===== config.mk =====
export PLATFORM = sky130hd
export DESIGN_NAME = wdt_guard
export DESIGN_NICKNAME = d
export VERILOG_FILES = /design/src/rtl/wdt_guard_pkg.sv /design/src/rtl/wdt_level_decode.sv /design/src/rtl/wdt_change_window.sv /design/src/rtl/wdt_timeout_ctr.sv /design/src/rtl/wdt_guard.sv
export SDC_FILE = /design/constraint.sdc
export NUM_CORES = 1
export LEC_CHECK = 0
export BUFFER_PORTS_ARGS = -buffer_cell sky130_fd_sc_hd__buf_2
export CELL_PAD_IN_SITES_DETAIL_PLACEMENT = 0
export CELL_PAD_IN_SITES_GLOBAL_PLACEMENT = 1
export CORE_ASPECT_RATIO = 0.7
export CORE_MARGIN = 2
export CORE_UTILIZATION = 39
export CTS_BUF_LIST = sky130_fd_sc_hd__clkbuf_16
export CTS_CLUSTER_DIAMETER = 30
export CTS_CLUSTER_SIZE = 25
export DETAILED_ROUTE_END_ITERATION = 10
export PLACE_DENSITY = 0.72
export RECOVER_POWER = 50
export SLEW_MARGIN = 40
export SYNTH_ARGS = -nofsm -noshare
export SYNTH_HDL_FRONTEND = slang
export SYNTH_SLANG_ARGS = --single-unit

===== constraint.sdc =====
create_clock -name clk -period 2.23 [get_ports clk]
set_clock_uncertainty 0.1 [all_clocks]
set_input_delay 0.223 -clock clk [delete_from_list [all_inputs] [get_ports clk]]
set_output_delay 0.223 -clock clk [all_outputs]
set_load 0.03 [all_outputs]

===== src/rtl/wdt_guard_pkg.sv =====
package wdt_guard_pkg;

    // Protection level chosen by the static configuration inputs
    typedef enum logic [1:0] {
        LVL_0 = 2'd0,
        LVL_1 = 2'd1,
        LVL_2 = 2'd2
    } safety_t;

    // Unlock window states
    typedef enum logic {
        WIN_SHUT = 1'b0,
        WIN_OPEN = 1'b1
    } win_state_t;

    // Timeout counter states
    typedef enum logic [1:0] {
        TMR_IDLE  = 2'd0,
        TMR_COUNT = 2'd1,
        TMR_BITE  = 2'd2
    } tmr_state_t;

    // Control register geometry
    localparam int CTRL_W = 8;
    localparam int PS_W   = 3;
    localparam int BIT_CE = 4;
    localparam int BIT_EN = 3;

endpackage


===== src/rtl/wdt_level_decode.sv =====
module wdt_level_decode
    import wdt_guard_pkg::*;
(
    input  logic    cfg_compat,
    input  logic    cfg_always_on,
    output safety_t level
);

    // The always-on input dominates; compatibility only relaxes level 1
    always_comb begin
        unique case ({cfg_always_on, cfg_compat})
            2'b00:   level = LVL_1;
            2'b01:   level = LVL_0;
            default: level = LVL_2;
        endcase
    end

endmodule


===== src/rtl/wdt_change_window.sv =====
module wdt_change_window
    import wdt_guard_pkg::*;
#(
    parameter int WIN_CYC = 4
) (
    input  logic clk,
    input  logic rst_n,
    input  logic arm,
    output logic open
);

    localparam int CW = (WIN_CYC > 1) ? $clog2(WIN_CYC) : 1;

    win_state_t     state_q, state_nx;
    logic [CW-1:0]  left_q, left_nx;

    // State register
    always_ff @(posedge clk) begin
        if (!rst_n) begin
            state_q <= WIN_SHUT;
            left_q  <= '0;
        end else begin
            state_q <= state_nx;
            left_q  <= left_nx;
        end
    end

    // Transitions
    always_comb begin
        state_nx = state_q;
        left_nx  = left_q;
        unique case (state_q)
            WIN_SHUT: begin
                if (arm) begin
                    state_nx = WIN_OPEN;
                    left_nx  = CW'(WIN_CYC - 1);
                end
            end
            WIN_OPEN: begin
                if (arm) begin
                    left_nx = CW'(WIN_CYC - 1);
                end else if (left_q == '0) begin
                    state_nx = WIN_SHUT;
                end else begin
                    left_nx = left_q - 1'b1;
                end
            end
            default: begin
                state_nx = WIN_SHUT;
                left_nx  = '0;
            end
        endcase
    end

    // Outputs
    always_comb begin
        open = (state_q == WIN_OPEN);
    end

    // Independent run-length tracker for the window check
    logic [7:0] chk_run;
    always_ff @(posedge clk) begin
        if (!rst_n)      chk_run <= 8'd0;
        else if (arm)    chk_run <= 8'd1;
        else if (open)   chk_run <= chk_run + 8'd1;
        else             chk_run <= 8'd0;
    end


    window_len_chk: assert property (@(posedge clk) disable iff (!rst_n)
        open |-> (chk_run <= 8'(WIN_CYC)));


    window_arm_chk: assert property (@(posedge clk) disable iff (!rst_n)
        arm |=> open);

endmodule


===== src/rtl/wdt_timeout_ctr.sv =====
module wdt_timeout_ctr
    import wdt_guard_pkg::*;
#(
    parameter int BASE_EXP = 14,
    parameter int SEL_W    = 3
) (
    input  logic             clk,
    input  logic             rst_n,
    input  logic             run,
    input  logic             kick,
    input  logic             tick,
    input  logic [SEL_W-1:0] sel,
    output logic             bite
);

    localparam int NSEL  = 1 << SEL_W;
    localparam int CNT_W = BASE_EXP + NSEL - 1;

    tmr_state_t        state_q, state_nx;
    logic [CNT_W-1:0]  cnt_q, cnt_nx;
    logic [CNT_W-1:0]  term [NSEL];
    logic              hit;

    // Terminal counts: 2^(BASE_EXP+g) - 1 for every select value
    for (genvar g = 0; g < NSEL; g++) begin : g_term
        assign term[g] = {CNT_W{1'b1}} >> (NSEL - 1 - g);
    end

    assign hit = tick && (cnt_q >= term[sel]);

    // State register
    always_ff @(posedge clk) begin
        if (!rst_n) begin
            state_q <= TMR_IDLE;
            cnt_q   <= '0;
        end else begin
            state_q <= state_nx;
            cnt_q   <= cnt_nx;
        end
    end

    // Transitions
    always_comb begin
        state_nx = state_q;
        cnt_nx   = cnt_q;
        unique case (state_q)
            TMR_IDLE: begin
                cnt_nx = '0;
                if (run) state_nx = TMR_COUNT;
            end
            TMR_COUNT: begin
                if (!run) begin
                    state_nx = TMR_IDLE;
                    cnt_nx   = '0;
                end else if (kick) begin
                    cnt_nx = '0;
                end else if (hit) begin
                    state_nx = TMR_BITE;
                    cnt_nx   = '0;
                end else if (tick) begin
                    cnt_nx = cnt_q + 1'b1;
                end
            end
            TMR_BITE: begin
                if (!run) begin
                    state_nx = TMR_IDLE;
                    cnt_nx   = '0;
                end else begin
                    state_nx = TMR_COUNT;
                    cnt_nx   = (tick && !kick) ? CNT_W'(1) : '0;
                end
            end
            default: begin
                state_nx = TMR_IDLE;
                cnt_nx   = '0;
            end
        endcase
    end

    // Outputs
    always_comb begin
        bite = (state_q == TMR_BITE);
    end


    single_pulse_chk: assert property (@(posedge clk) disable iff (!rst_n)
        bite |=> !bite);


    kick_quiet_chk: assert property (@(posedge clk) disable iff (!rst_n)
        kick |=> !bite);


    stall_hold_chk: assert property (@(posedge clk) disable iff (!rst_n)
        (state_q == TMR_COUNT && run && !tick && !kick) |=> $stable(cnt_q));


    off_quiet_chk: assert property (@(posedge clk) disable iff (!rst_n)
        !run |=> !bite);

endmodule


===== src/rtl/wdt_guard.sv =====
module wdt_guard
    import wdt_guard_pkg::*;
#(
    parameter int BASE_EXP = 14,
    parameter int WIN_CYC  = 4
) (
    input  logic        clk,
    input  logic        rst_n,
    input  logic        cfg_compat,
    input  logic        cfg_always_on,
    input  logic        wr_en,
    input  logic [7:0]  wr_data,
    output logic [7:0]  rd_data,
    input  logic        kick,
    input  logic        tick_en,
    output logic        wdt_rst
);

    safety_t          level;
    logic             ce_open;
    logic             arm;
    logic             en_q;
    logic [PS_W-1:0]  sel_q;
    logic             eff_en;
    logic             unused_rsvd_bits;

    assign unused_rsvd_bits = ^wr_data[CTRL_W-1:BIT_CE+1];

    wdt_level_decode u_level (
        .cfg_compat    (cfg_compat),
        .cfg_always_on (cfg_always_on),
        .level         (level)
    );

    assign arm = wr_en && wr_data[BIT_CE];

    wdt_change_window #(.WIN_CYC(WIN_CYC)) u_window (
        .clk   (clk),
        .rst_n (rst_n),
        .arm   (arm),
        .open  (ce_open)
    );

    // Guarded enable and timeout select; the window state is sampled before the write
    always_ff @(posedge clk) begin
        if (!rst_n) begin
            en_q  <= 1'b0;
            sel_q <= '0;
        end else if (wr_en) begin
            if (wr_data[BIT_EN])  en_q <= 1'b1;
            else if (ce_open)     en_q <= 1'b0;
            if (level == LVL_0 || ce_open)
                sel_q <= wr_data[PS_W-1:0];
        end
    end

    assign eff_en = en_q || (level == LVL_2);

    always_comb begin
        rd_data         = '0;
        rd_data[BIT_CE] = ce_open;
        rd_data[BIT_EN] = eff_en;
        rd_data[PS_W-1:0] = sel_q;
    end

    wdt_timeout_ctr #(.BASE_EXP(BASE_EXP), .SEL_W(PS_W)) u_timer (
        .clk   (clk),
        .rst_n (rst_n),
        .run   (eff_en),
        .kick  (kick),
        .tick  (tick_en),
        .sel   (sel_q),
        .bite  (wdt_rst)
    );


    reserved_zero_chk: assert property (@(posedge clk) disable iff (!rst_n)
        rd_data[7:5] == 3'b000);


    lock_disable_chk: assert property (@(posedge clk) disable iff (!rst_n)
        (wr_en && !wr_data[BIT_EN] && !rd_data[BIT_CE] && rd_data[BIT_EN]) |=> rd_data[BIT_EN]);


    set_enable_chk: assert property (@(posedge clk) disable iff (!rst_n)
        (wr_en && wr_data[BIT_EN]) |=> rd_data[BIT_EN]);


    lvl2_on_chk: assert property (@(posedge clk) disable iff (!rst_n)
        (level == LVL_2) |-> rd_data[BIT_EN]);


    sel_lock_chk: assert property (@(posedge clk) disable iff (!rst_n)
        (wr_en && !rd_data[BIT_CE] && level != LVL_0) |=> $stable(rd_data[PS_W-1:0]));


    rst_needs_en_chk: assert property (@(posedge clk) disable iff (!rst_n)
        wdt_rst |-> $past(rd_data[BIT_EN]));

endmodule


======== Yosys cells after proc, flatten, opt, wreduce, memory -nomap -nowiden ========
Memory sizes are Yosys's and may differ from the RTL's.
Cells that the tools add are included.
storage, ports and cells
  ROM bits ................................ 168
  register bits ........................... 30
  RAM bits ................................ 0
  output and inout bits ................... 9
  latch bits .............................. 0
  memories ................................ 1
  logic and storage cells ................. 64
operators by class
  div/mod/pow operators ................... 0
  muxes and demuxes ....................... 26
  reduce and logical (&&, ||, !) cells .... 15
  bitwise operators ....................... 2
  equal/unequal tests ..................... 10
  $add $sub $neg .......................... 2
  multiply operators ...................... 0
  shifts and indexed selects .............. 0
  magnitude comparators ................... 2
memory list
  memory            depth  width  rd ports  clocked after memory_dff  wr ports  line                   source
  (name not given)  8      21     1         0                         0         wdt_timeout_ctr.sv:29  assign hit = tick && (cnt_q >= term[sel]);
operators with widths
  kind                   number
  $mux 21                7
  $pmux 21 s2            1
  $add 21x1->21 const B  1
  $ge 21x21->1           1
  $mux 2                 7
  $ne 3x3->1 const B     3
  $logic_not 2->1        4
  $pmux 2 s2             2
  $mux 1                 7
  $pmux 2 s3             1
  $reduce_and 2->1       3
  $ne 5x5->1 const B     1
  $eq 2x1->1 const B     2
  $eq 2x2->1 const B     2
  $ge 4x4->1 const B     1
  $not 3->4              1
  $logic_and 1x1->1      3
  $reduce_and 3->1       1
  $logic_or 1x1->1       2
  $ne 2x1->1 const B     1
  $ne 2x2->1 const B     1
  $pmux 1 s2             1
  $reduce_bool 2->1      1
  $sub 2x1->2 const B    1
  other kinds (2)        2

======== Depth between registers and ports, before layout ========
  word-level depth ........................ 10
  mapped depth ............................ 10
  mapped depth without buffers ............ 7

======== By module ========
Synthesis repeated with hierarchy kept, for this count alone.
second synthesis, totals
  cell total of the unflattened synthesis .. 240
  area total of the unflattened synthesis .. 2003.2 um^2
modules (own cells, without submodules)
  module             cells each  area each (um^2)  times used
  wdt_timeout_ctr    198         1622.8            1
  wdt_guard          27          222.7             1
  wdt_change_window  13          150.1             1
  wdt_level_decode   2           7.5               1

======== Worst setup path before layout ========
Ideal clock, no wire load.
  kind .................................... reg-to-reg
  start point ............................. register sel_q[2]
  end point ............................... register u_timer.cnt_q[10]
  cell stages (with the launch flop) ...... 10
  data arrival time ....................... 2.206 ns
  required time ........................... 1.997 ns
  clock period less this slack ............ 2.439 ns
  slack ................................... -0.209 ns
  path through ............................ dfxtp_1 clkbuf_1 o21ai_0 ha_1 nand4_1 nor4_2 a21oi_2 a21boi_4 buf_6 nor3_1
between the ends
  word-level cells in the longest chain between the ends .. 10
  elaborated cells on any way between the ends .. 11
RTL lines
  item                                           line                   source
  from (decl)                                    wdt_guard.sv:23        logic [PS_W-1:0] sel_q;
  from (signal assigned)                         wdt_guard.sv:53        sel_q <= wr_data[PS_W-1:0];
  $not 3->4 (not written as such) *              wdt_timeout_ctr.sv:29
  $mem_v2 8x21 *                                 --
  $mux 21 (not written as such) * (2 in series)  wdt_timeout_ctr.sv:29
  $ge 21x21->1 *                                 wdt_timeout_ctr.sv:29
  $logic_and 1x1->1 *                            wdt_timeout_ctr.sv:29
  $mux 21                                        wdt_timeout_ctr.sv:57  end else if (hit) begin
  $mux 21                                        wdt_timeout_ctr.sv:55  end else if (kick) begin
  $mux 21                                        wdt_timeout_ctr.sv:52  if (!run) begin
  $pmux 21 s2                                    wdt_timeout_ctr.sv:46  unique case (state_q)
  to (signal assigned)                           wdt_timeout_ctr.sv:38  cnt_q <= cnt_nx;
  to (decl)                                      wdt_timeout_ctr.sv:20  logic [CNT_W-1:0] cnt_q, cnt_nx;
Every way passes the cells marked *; elsewhere a longest branch is shown, timed or not. The select of a mux whose other input is x is not followed.
A chain may end at the register's enable or synchronous reset.

======== Worst setup path in the final report ========
  start point ............................. register sel_q[2]
  end point ............................... register u_timer.cnt_q[7]
Same word-level chain as after synthesis.

==> results.py <==
metrics = {
    "status": {
        "outcome": "finished clean",
    },
    "layout": {
        "final_nets": 272,
        "num_antenna_cells": 0,
        "final_cell_area_um2": 2266,
        "drive_gt1_frac": 0.2000,
        "final_cells": 302,
        "area_growth_pct": 20.25,
    },
    "job": {
        "cap_violations": 0,
    },
    "logic_synthesis": {
        "synthTopCellsByCount": "30 x dfxtp_1, 17 x nor3_1, 16 x nand2_1, 13 x ha_1, 12 x nand3_1",
        "yosysSeqAreaShare": 0.3187,
        "yosysMostFrequentCell": "dfxtp_1",
        "synth_area_per_cell_um2": 8.604,
        "synthCells": 219,
        "synth.cell_area_um2": 1884,
        "yosys.area.top_type_share": 0.3187,
        "synth-seq-cells": 30,
        "yosysWarnings": 0,
        "synth_cell_types": 44,
        "yosysTopAreaCell": "dfxtp_1",
        "synthFlopType": "dfxtp_1",
        "ys_top_cells_by_area": "dfxtp_1 32%, ha_1 8.6%, nor3_1 4.5%",
        "async_flop_share": 0,
        "synth_edf_count": 0,
    },
    "route": {
        "drt-pass1-iter-count": 4,
        "wire_per_inst_um": 13.99,
        "via_count": 1590,
        "drt_iter0_markers": 57,
        "totalWireLength_um": 4225,
        "via_per_inst": 5.265,
        "drtAntennaViolNets": 0,
        "drcViolationCount": 0,
    },
    "global_route": {
        "grt_max_degree": 21,
        "grt_use_total": 0.1727,
        "grt_antenna_before_repair": 0,
        "grt_pass1_vias": 1505,
        "grt-ovfl-total": 0,
        "grt_pass1_wl_um": 7251,
    },
    "floorplanning": {
        "rows": 21,
        "fp.coreArea_um2": 4703,
        "boundaryPins": 24,
        "die_y_um": 62.16,
        "dieArea_um2": 5412,
        "initial_core_util": 0.4006,
        "die_x_um": 87.08,
    },
    "cts": {
        "cts_tree": "built",
        "clockBufferDepth": 2,
        "cts_sinks": 30,
        "clk_latency_ps": 280,
        "cts_root_buf": "clkbuf_16",
        "cts_max_level": 2,
        "numCtsBuffers": 5,
        "cts.clk_slew.worst_paths_ps": 50,
        "ctsHoldBuffers": 0,
    },
    "timing": {
        "hold_viol_final": 0,
        "min_period_over_period": 0.9664,
        "worst_pin_slew_ps": 576.5,
        "setup_viol": 0,
        "fmax_mhz": 464.0,
        "drv_slew": 0,
        "tns_ps": 0,
        "fin_ws_ps": 74.88,
        "layout_min_cycle_time_ps": 2155,
        "max-slew-margin-rel": 0.6116,
    },
    "pwr": {
        "power.leakage_nw": 0.8552,
        "cellPowerDensity_nw_per_um2": 681.9,
        "ir_worst_vdd_uv": 400.4,
    },
    "place": {
        "place_area_um2": 2038,
        "gp_congestion": 0.7882,
        "dp_hpwl_um": 2945,
        "pre_cts_slack_ps": 144.8,
        "portBuffers": 17,
        "place_inst": 289,
    },
    "critical_path": {
        "startpoint_type": "register",
        "regToRegSetupSlack_ps": 70,
        "crit_type": "reg2reg",
        "worstPathArrival_ps": 2210,
        "critical_path.max_fanout": 8,
        "setup.worst_path.end_class": "register",
        "critical_path_required_ps": 2290,
    },
    "hold_path": {
        "hold_class": "in2reg",
    },
}
-- cells in the final DEF (no fill, tap or decap), types with 2 or more instances in the layout --
| master | count |
|---|---|
| dfxtp_1 | 27 |
| nor3_1 | 17 |
| nand2_1 | 16 |
| ha_1 | 13 |
| buf_2 | 12 |
| inv_1 | 11 |
| nor2_1 | 10 |
| nand3_1 | 10 |
| buf_4 | 10 |
| a21oi_1 | 9 |
| nand4_1 | 9 |
| xnor2_1 | 9 |
| nor2b_1 | 8 |
| xor2_1 | 8 |
| and3_1 | 6 |
| clkbuf_16 | 6 |
| o21ai_0 | 5 |
| mux2i_1 | 5 |
| clkbuf_1 | 5 |
| a21oi_2 | 3 |
| nor4_4 | 3 |
| nand2b_1 | 3 |
| a21boi_0 | 3 |
| conb_1 | 3 |
| dfxtp_4 | 3 |
| nand3_2 | 2 |
| nor3_2 | 2 |
| nor3b_1 | 2 |
| a31oi_1 | 2 |
| nor4b_1 | 2 |
| nor4_1 | 2 |
-- report_power, final --
part / total, W / internal (W) / switching (W)
Sequential: 0.000569 / 0.000552 / 0.0000170
Clock: 0.000645 / 0.000402 / 0.000242
Combinational: 0.000331 / 0.000143 / 0.000188
Total: 0.00155 / 0.00110 / 0.000447
-- area by class of cell --
type / instances / area (um2)
Timing Repair Buffer: 29 / 198.9
Clock inverter: 3 / 12.51
Multi-Input combinational cell: 168 / 1209
Sequential cell: 30 / 611.8
Fill cell: 473 / 2437
Tap cell: 57 / 71.32
Clock buffer: 5 / 125.1
Inverter: 10 / 37.54
-- registers in the layout, indices dropped and copies added, names as in the netlist --
register         cells
u_timer.state_q      2
en_q                 1
u_window.left_q      2
u_window.open        1
sel_q                3
u_timer.cnt_q       21
-- critical path: stages, from the launching register on --
cell and delay (ps):
dfxtp_4 370, buf_4 130, nor2_1 40, ha_1 300, nand3_2 110, nor4_4 330, a21oi_2 130, a21boi_4 270
clkbuf_16 200, nor3_1 50
-- kinds of logic after synthesis --
family	count (synthesis)	share of synthesized area
compound gates	33	0.1248
xor+xnor	17	0.07902
fa+ha+maj	13	0.08632
buf+inv	23	0.06109
flops	30	0.3187
mux	5	0.02656
other cells	1	0.001990
simple gates	97	0.3015
-- layer usage --
layer / global-route usage / share of wire / up-vias
li1: - / - / 827
met3: 0.03989 / 0.037 / 7
met1: 0.2648 / 0.56 / 729
met5: 0 / 0 / -
met2: 0.2147 / 0.38 / 27
met4: 0.09375 / 0.023 / 0
-- stage by stage --
stage          hold slack (ps)    util  power (W)
4_1_cts                  98.76  0.4626   0.001513
5_1_grt                  122.6  0.4818   0.001631
3_5_place_dp             392.3  0.4334  0.0008607
6_report                 102.4  0.4818   0.001545
3_3_place_gp             378.6  0.4334  0.0008579
2_1_floorplan            285.4       -  0.0007766
-- path summary, 6_finish.rpt --
| kind | cells after the start | to | from |
|---|---|---|---|
| min | 3 | sel_q[0] | wr_data[0] |
| max | 9 | u_timer.cnt_q[7] | sel_q[2] |
| min reg2reg | 2 | u_timer.state_q[0] | u_timer.state_q[0] |
| max reg2reg | 9 | u_timer.cnt_q[7] | sel_q[2] |
-- repair_timing --
action                                  in CTS  in global routing
hold endpoints to repair                     0                  0
buffers inserted                             0                  4
gates resized for setup                      0                 13
endpoints found under the setup margin       0                 22
Note: power is estimated with default switching activity, not from simulation.
